`src/rtl/gpio_irq_pkg.sv`:
```
package gpio_irq_pkg;
  localparam int ADDR_W = 4;

  localparam logic [ADDR_W-1:0] A_OUT  = 4'h0;
  localparam logic [ADDR_W-1:0] A_IN   = 4'h1;
  localparam logic [ADDR_W-1:0] A_DIR  = 4'h2;
  localparam logic [ADDR_W-1:0] A_SET  = 4'h4;
  localparam logic [ADDR_W-1:0] A_CLR  = 4'h5;
  localparam logic [ADDR_W-1:0] A_PEN  = 4'h6;
  localparam logic [ADDR_W-1:0] A_PTYP = 4'h7;
  localparam logic [ADDR_W-1:0] A_IEN  = 4'h8;
  localparam logic [ADDR_W-1:0] A_STAT = 4'h9;
  localparam logic [ADDR_W-1:0] A_MASK = 4'hB;
  localparam logic [ADDR_W-1:0] A_ICLR = 4'hC;
  localparam logic [ADDR_W-1:0] A_TRIG = 4'hD;
  localparam logic [ADDR_W-1:0] A_BOTH = 4'hE;
  localparam logic [ADDR_W-1:0] A_POL  = 4'hF;

  typedef struct packed {
    logic outWr;
    logic dirWr;
    logic setWr;
    logic clrWr;
    logic penWr;
    logic ptypWr;
    logic ienWr;
    logic maskWr;
    logic iclrWr;
    logic trigWr;
    logic bothWr;
    logic polWr;
    logic rdEn;
    logic [ADDR_W-1:0] rdAddr;
  } strobe_t;
endpackage

```
`src/rtl/gpio_irq_ctrl.sv`:
```
module gpio_irq_ctrl
  import gpio_irq_pkg::*;
(
  input  logic              clk,
  input  logic              rstN,
  input  logic              reqValid,
  input  logic              reqWrite,
  input  logic [ADDR_W-1:0] reqAddr,
  output strobe_t           strb
);
  logic wrEn;
  assign wrEn = reqValid && reqWrite;

  always_comb begin
    strb        = '0;
    strb.rdEn   = reqValid && !reqWrite;
    strb.rdAddr = reqAddr;
    if (wrEn) begin
      case (reqAddr)
        A_OUT:  strb.outWr  = 1'b1;
        A_DIR:  strb.dirWr  = 1'b1;
        A_SET:  strb.setWr  = 1'b1;
        A_CLR:  strb.clrWr  = 1'b1;
        A_PEN:  strb.penWr  = 1'b1;
        A_PTYP: strb.ptypWr = 1'b1;
        A_IEN:  strb.ienWr  = 1'b1;
        A_MASK: strb.maskWr = 1'b1;
        A_ICLR: strb.iclrWr = 1'b1;
        A_TRIG: strb.trigWr = 1'b1;
        A_BOTH: strb.bothWr = 1'b1;
        A_POL:  strb.polWr  = 1'b1;
        default: ;
      endcase
    end
  end

  // At most one register write strobe per request (supports R2, R3, R10)
  p_onehot_wr_r2: assert property (@(posedge clk) disable iff (!rstN)
    $onehot0({strb.outWr, strb.dirWr, strb.setWr, strb.clrWr, strb.penWr,
              strb.ptypWr, strb.ienWr, strb.maskWr, strb.iclrWr,
              strb.trigWr, strb.bothWr, strb.polWr}));

  // A read never raises a write strobe
  p_rd_no_wr_r4: assert property (@(posedge clk) disable iff (!rstN)
    strb.rdEn |-> !(strb.setWr || strb.clrWr || strb.iclrWr || strb.outWr));
endmodule

```
`src/rtl/gpio_irq_dp.sv`:
```
module gpio_irq_dp
  import gpio_irq_pkg::*;
#(
  parameter int WIDTH       = 32,
  parameter int SYNC_STAGES = 2
) (
  input  logic             clk,
  input  logic             rstN,
  input  strobe_t          strb,
  input  logic [WIDTH-1:0] wdata,
  input  logic [WIDTH-1:0] pinIn,
  output logic [WIDTH-1:0] rdData,
  output logic [WIDTH-1:0] pinOut,
  output logic [WIDTH-1:0] pinDir,
  output logic [WIDTH-1:0] pullEn,
  output logic [WIDTH-1:0] pullType,
  output logic             irqOut
);
  localparam int LAST = SYNC_STAGES - 1;

  logic [WIDTH-1:0] outQ, dirQ, penQ, ptypQ;
  logic [WIDTH-1:0] ienQ, maskQ, statQ, trigQ, bothQ, polQ;
  logic [WIDTH-1:0] syncQ [SYNC_STAGES];
  logic [WIDTH-1:0] prevQ, syncd;
  logic [WIDTH-1:0] hit, event_, rdNext;

  // ---------------- configuration registers ----------------
  always_ff @(posedge clk or negedge rstN) begin
    if (!rstN) begin
      outQ  <= '0; dirQ  <= '0; penQ  <= '0; ptypQ <= '0;
      ienQ  <= '0; maskQ <= '0; trigQ <= '0; bothQ <= '0; polQ <= '0;
    end else begin
      if (strb.outWr)       outQ <= wdata;
      else if (strb.setWr)  outQ <= outQ | wdata;
      else if (strb.clrWr)  outQ <= outQ & ~wdata;
      if (strb.dirWr)  dirQ  <= wdata;
      if (strb.penWr)  penQ  <= wdata;
      if (strb.ptypWr) ptypQ <= wdata;
      if (strb.ienWr)  ienQ  <= wdata;
      if (strb.maskWr) maskQ <= wdata;
      if (strb.trigWr) trigQ <= wdata;
      if (strb.bothWr) bothQ <= wdata;
      if (strb.polWr)  polQ  <= wdata;
    end
  end

  // ---------------- input synchronizer ----------------
  genvar s;
  generate
    for (s = 0; s < SYNC_STAGES; s++) begin : g_sync
      always_ff @(posedge clk or negedge rstN) begin
        if (!rstN) syncQ[s] <= '0;
        else if (s == 0) syncQ[s] <= pinIn;
        else syncQ[s] <= syncQ[(s == 0) ? 0 : s-1];
      end
    end
  endgenerate

  assign syncd = syncQ[LAST];

  always_ff @(posedge clk or negedge rstN) begin
    if (!rstN) prevQ <= '0;
    else       prevQ <= syncd;
  end

  // ---------------- per-pin event detection ----------------
  genvar p;
  generate
    for (p = 0; p < WIDTH; p++) begin : g_det
      logic rise, fall, edgeHit, levelHit;
      always_comb begin
        rise     = syncd[p] & ~prevQ[p];
        fall     = ~syncd[p] & prevQ[p];
        edgeHit  = bothQ[p] ? (rise | fall) : (polQ[p] ? fall : rise);
        levelHit = polQ[p] ? ~syncd[p] : syncd[p];
        hit[p]   = trigQ[p] ? levelHit : edgeHit;
      end
    end
  endgenerate

  assign event_ = hit & ienQ;

  // Status: a new event wins over a same-cycle clear
  always_ff @(posedge clk or negedge rstN) begin
    if (!rstN) statQ <= '0;
    else if (strb.iclrWr) statQ <= (statQ & ~wdata) | event_;
    else statQ <= statQ | event_;
  end

  // ---------------- read path ----------------
  always_comb begin
    case (strb.rdAddr)
      A_OUT:  rdNext = outQ;
      A_IN:   rdNext = syncd;
      A_DIR:  rdNext = dirQ;
      A_PEN:  rdNext = penQ;
      A_PTYP: rdNext = ptypQ;
      A_IEN:  rdNext = ienQ;
      A_STAT: rdNext = statQ;
      A_MASK: rdNext = maskQ;
      A_TRIG: rdNext = trigQ;
      A_BOTH: rdNext = bothQ;
      A_POL:  rdNext = polQ;
      default: rdNext = '0;
    endcase
  end

  always_ff @(posedge clk or negedge rstN) begin
    if (!rstN)          rdData <= '0;
    else if (strb.rdEn) rdData <= rdNext;
  end

  assign pinOut   = outQ;
  assign pinDir   = dirQ;
  assign pullEn   = penQ;
  assign pullType = ptypQ;
  assign irqOut   = |(statQ & ~maskQ);

  // ---------------- assertions ----------------
  p_set_bits_r3: assert property (@(posedge clk) disable iff (!rstN)
    strb.setWr |=> ((outQ & $past(wdata)) == $past(wdata)));

  p_clr_bits_r3: assert property (@(posedge clk) disable iff (!rstN)
    strb.clrWr |=> ((outQ & $past(wdata)) == '0));

  p_set_keeps_others_r3: assert property (@(posedge clk) disable iff (!rstN)
    strb.setWr |=> ((outQ & ~$past(wdata)) == ($past(outQ) & ~$past(wdata))));

  p_wo_reads_zero_r4: assert property (@(posedge clk) disable iff (!rstN)
    (strb.rdEn && (strb.rdAddr == A_SET || strb.rdAddr == A_CLR ||
                   strb.rdAddr == A_ICLR)) |=> (rdData == '0));

  p_stat_needs_enable_r9: assert property (@(posedge clk) disable iff (!rstN)
    ((statQ & ~$past(statQ) & ~$past(ienQ)) == '0));

  p_w1c_r10: assert property (@(posedge clk) disable iff (!rstN)
    strb.iclrWr |=> ((statQ & $past(wdata) & ~$past(event_)) == '0));

  p_irq_cause_r11: assert property (@(posedge clk) disable iff (!rstN)
    $rose(irqOut) |-> (($past(statQ) != statQ) || ($past(maskQ) != maskQ)));
endmodule

```
`src/rtl/gpio_irq_port.sv`:
```
module gpio_irq_port
  import gpio_irq_pkg::*;
#(
  parameter int WIDTH = 32
) (
  input  logic              clk,
  input  logic              rstN,
  input  logic              reqValid,
  input  logic              reqWrite,
  input  logic [ADDR_W-1:0] reqAddr,
  input  logic [WIDTH-1:0]  reqWdata,
  output logic [WIDTH-1:0]  rdData,
  input  logic [WIDTH-1:0]  pinIn,
  output logic [WIDTH-1:0]  pinOut,
  output logic [WIDTH-1:0]  pinDir,
  output logic [WIDTH-1:0]  pullEn,
  output logic [WIDTH-1:0]  pullType,
  output logic              irqOut
);
  strobe_t strb;

  gpio_irq_ctrl u_ctrl (
    .clk      (clk),
    .rstN     (rstN),
    .reqValid (reqValid),
    .reqWrite (reqWrite),
    .reqAddr  (reqAddr),
    .strb     (strb)
  );

  gpio_irq_dp #(.WIDTH(WIDTH), .SYNC_STAGES(2)) u_dp (
    .clk      (clk),
    .rstN     (rstN),
    .strb     (strb),
    .wdata    (reqWdata),
    .pinIn    (pinIn),
    .rdData   (rdData),
    .pinOut   (pinOut),
    .pinDir   (pinDir),
    .pullEn   (pullEn),
    .pullType (pullType),
    .irqOut   (irqOut)
  );

  // Reset leaves the port quiet
  p_reset_quiet_r1: assert property (@(posedge clk)
    !rstN |=> (!irqOut && pinOut == '0 && pinDir == '0));
endmodule

```
`config.mk`:
```
export PLATFORM = sky130hd
export DESIGN_NAME = gpio_irq_port
export DESIGN_NICKNAME = d
export VERILOG_FILES = /design/src/rtl/gpio_irq_pkg.sv /design/src/rtl/gpio_irq_ctrl.sv /design/src/rtl/gpio_irq_dp.sv /design/src/rtl/gpio_irq_port.sv
export SDC_FILE = /design/constraint.sdc
export NUM_CORES = 1
export LEC_CHECK = 0
export ABC_CLOCK_PERIOD_IN_PS = 1800
export BUFFER_PORTS_ARGS = -buffer_cell sky130_fd_sc_hd__buf_2
export CORE_AREA = 8 8 198 200
export CTS_CLUSTER_DIAMETER = 80
export DETAILED_ROUTE_END_ITERATION = 8
export DIE_AREA = 0 0 206 208
export GPL_TIMING_DRIVEN = 0
export PLACE_DENSITY_LB_ADDON = 0.3
export SYNTH_ARGS = -nofsm -noshare
export SYNTH_HDL_FRONTEND = slang
export SYNTH_SLANG_ARGS = --single-unit
```
`constraint.sdc`:
```
create_clock -name clk -period 1.8 [get_ports clk]
set_input_delay 0.36 -clock clk [delete_from_list [all_inputs] [get_ports clk]]
set_output_delay 0.36 -clock clk [all_outputs]
set_load 0.02 [all_outputs]
```
==> out/qor.yml <==
worstHoldPathType: "primary input to async pin"
critPathLaunch: "u_dp.statQ[26]"
slowest_delay_ns: 0.49
detail-route-antenna-nets: 0
grt_max_degree: 117
finalHoldViolations: 104
synth-compound-area-share_pct: 13.75
synthArstFlopShare_pct: 100.0
cts_tree: "yes"
crit_path_max_fanout: 3
outcome: "finished, violations left"
path_class: "register to output port"
finalWirelength_mm: 73.37
initial_core_util_pct: 58.27
htree_levels: 2
clkSinkCount: 448
detail_route.wl_per_cell_um: 28.43
synth.distinct_cells: 58
tightest_slew_ns: 1.029
cp-start-kind: "register"
violations: "hold timing, setup timing"
io_buffers: 232
rr_worst_depth: 4
rows: 70
layout.cells.most_common_list: "dfrtp_1 (448), mux2_2 (270), buf_2 (256)"
synth_seq_area_share_pct: 53.31
dp_hpwl_mm: 49.42
syn_area_sq_um: 21030
synthCells: 1740
cp.arrival_ns: 2.20
syn_to_final_growth_pct: 19.87
ys.flop_type: "dfrtp_1"
drt_iter0_markers: 2097
path_clk_slew_ns: 0.06
yosys_warnings: 0
vias: 16710
dr.pass1.iters: 6
required_ns: 1.44
tns_ns: -0.7606
clock_latency_ns: 0.60
period_minus_slack_ns: 2.561
coreArea_sq_um: 36080
cts_buffers: 47
cts_root_buf: "clkbuf_16"
ios: 233
relSlewSlack_pct: 31.41
regToRegSetupSlack_ns: 0.06
grtUsageTotal_pct: 33.82
drc: 0
max_freq_mhz: 390.5
die_area_sq_um: 42850
grt_pass1_wl_mm: 107.8
drv_cap: 0
critical-path-slowest-cell: "nor4_2"
fin_skew_ns: 0.01126
peakVddDrop_mv: 1.074
post-route-util_pct: 69.85
reg2reg_from: "u_dp.pinDir[26]"
num-nets-final: 2214
finalCritPeriodShare_pct: 142.3
cp_num_buf_inv: 2
setup_viol: 1
hold_slack_ns: -0.1551
die_w_um: 206
power.density_nw_per_um2: 1170
drive_gt1_share_pct: 34.08
rsz0062_at_grt: "true"
synth_fa_ha_area_share_pct: 3.808
clockBufferDepth: 3
yosys.area_share.xor_xnor_pct: 1.333
synth-seq-cells: 448
cts_hold_buf: 32
synth-edff-count: 0
layout_commonest_cell: "dfrtp_1"
slew_violations: 0
synth_top_family_by_area: "multiplexers"
p_leak_nw: 12.23
crit_chain: "inv_1 > o22ai_1 > nor4_2 > nand4_1 > buf_6"
r2r-end: "u_dp.rdData[26]"
die_h_um: 208
setup_ws_ns: -0.7606
synthMuxAreaShare_pct: 18.37
viasPerCell: 6.475
synth_simple_gate_area_share_pct: 4.677
syn_nets: 1876
routabilityCongestion: 0.9688
grt_pass1_vias: 17190
grt-ovfl-total: 0
antenna_found_initial: 1
cpLargestDelayFamily: "simple AND/OR/NAND/NOR gates"
critPathCaptureType: "output port"
synth_area_per_cell_sq_um: 12.08
-- worst reg2reg max path: stages, from the launching register on --
cell,delay [ns]
dfrtp_1,0.41
mux2_1,0.37
a222oi_1,0.39
o21ai_1,0.14
a221o_1,0.33
-- flip-flops by register name (all words and copies together), names as in the netlist, named ones only --
name           flops
u_dp.bothQ        32
u_dp.ienQ         32
u_dp.maskQ        32
u_dp.pinDir       32
u_dp.polQ         32
u_dp.prevQ        32
u_dp.pullEn       32
u_dp.pullType     32
u_dp.rdData       32
u_dp.statQ        32
u_dp.syncQ        32
u_dp.syncd        32
u_dp.trigQ        32
-- repair_timing --
item,in CTS,in global routing
endpoints found under the hold margin,136,104
setup endpoints to repair,269,146
setup buffers,15,8
pin swaps,11,6
resized for setup,57,41
-- synthesized netlist by cell type (20+ instances only) --
| library cell | instances | area, sq um |
|---|---|---|
| dfrtp_1 | 448 | 11210 |
| mux2_2 | 270 | 3040 |
| nand2_1 | 137 | 514.2 |
| o21ai_0 | 133 | 665.6 |
| inv_1 | 98 | 367.9 |
| a22o_1 | 84 | 735.7 |
| a22oi_1 | 72 | 540.5 |
| ha_1 | 64 | 800.8 |
| mux2i_1 | 62 | 620.6 |
| clkbuf_1 | 55 | 206.5 |
| o22ai_1 | 49 | 306.5 |
| buf_2 | 47 | 235.2 |
| xor2_1 | 32 | 280.3 |
| nor2_1 | 20 | 75.07 |
-- logic make-up after synthesis --
| logic type | count (synthesis) |
|---|---|
| AO/OA/AOI/OAI | 418 |
| XOR/XNOR | 32 |
| adder cells (fa/ha/maj) | 64 |
| buffers and inverters | 222 |
| flip-flops | 448 |
| multiplexers | 349 |
| AND/OR/NAND/NOR | 207 |
-- layout make-up --
class / instances / area [sq um]
multi-input combinational: 1070 / 8992
fill: 2661 / 10880
buffer: 121 / 738.2
clock inverter: 10 / 131.4
clock buffer: 71 / 1389
tap: 468 / 585.6
sequential: 448 / 11210
antenna: 3 / 7.507
inverter: 99 / 371.6
timing repair buffer: 291 / 1780
-- report_power, final --
part / switching [mW] / internal [mW] / leakage [nW] / total (mW)
clock: 4.10 / 5.72 / 0.744 / 9.82
combinational: 3.35 / 2.67 / 5.96 / 6.02
sequential: 1.83 / 11.8 / 5.52 / 13.7
total: 9.27 / 20.2 / 12.2 / 29.5
-- routing by layer --
layer  wire length (um)  track usage [%]  vias to the layer above
met3               8557            11.45                      325
met4               5261            20.71                        0
met5                  0                0                        -
met2              32300            49.88                     1060
met1              27250            42.43                     8342
li1                   -                -                     6986
-- stage by stage --
| step | total power [mW] | std cells | setup WS (ns) | area (sq um) | hold WS [ns] |
|---|---|---|---|---|---|
| final | 29.49 | 2581 | -0.7606 | 25210 | -0.1551 |
| after floorplan | 16.89 | 1740 | 0.005180 | 21030 | 0.06441 |
| after CTS | 29.32 | 2572 | -0.8134 | 25030 | -0.1197 |
| after global placement | 19.19 | 2440 | -8.508 | 22780 | 0.3318 |
| after detailed placement | 19.47 | 2444 | -1.300 | 22900 | 0.3347 |
| after global routing | 30.48 | 2578 | -0.7404 | 25200 | -0.08779 |
-- worst max-delay path by stage --
stage / endpoint / slack (ns) / cells past startpoint
after floorplan: u_dp.bothQ[10] / 0.005 / 7
after detailed placement: register / -1.30 / 8
final: irqOut / -0.76 / 5
after CTS: irqOut / -0.81 / 6
after global placement: u_dp.syncQ[41] / -8.51 / 1
after global routing: irqOut / -0.74 / 6
Note: power is estimated with default switching activity, not from simulation.
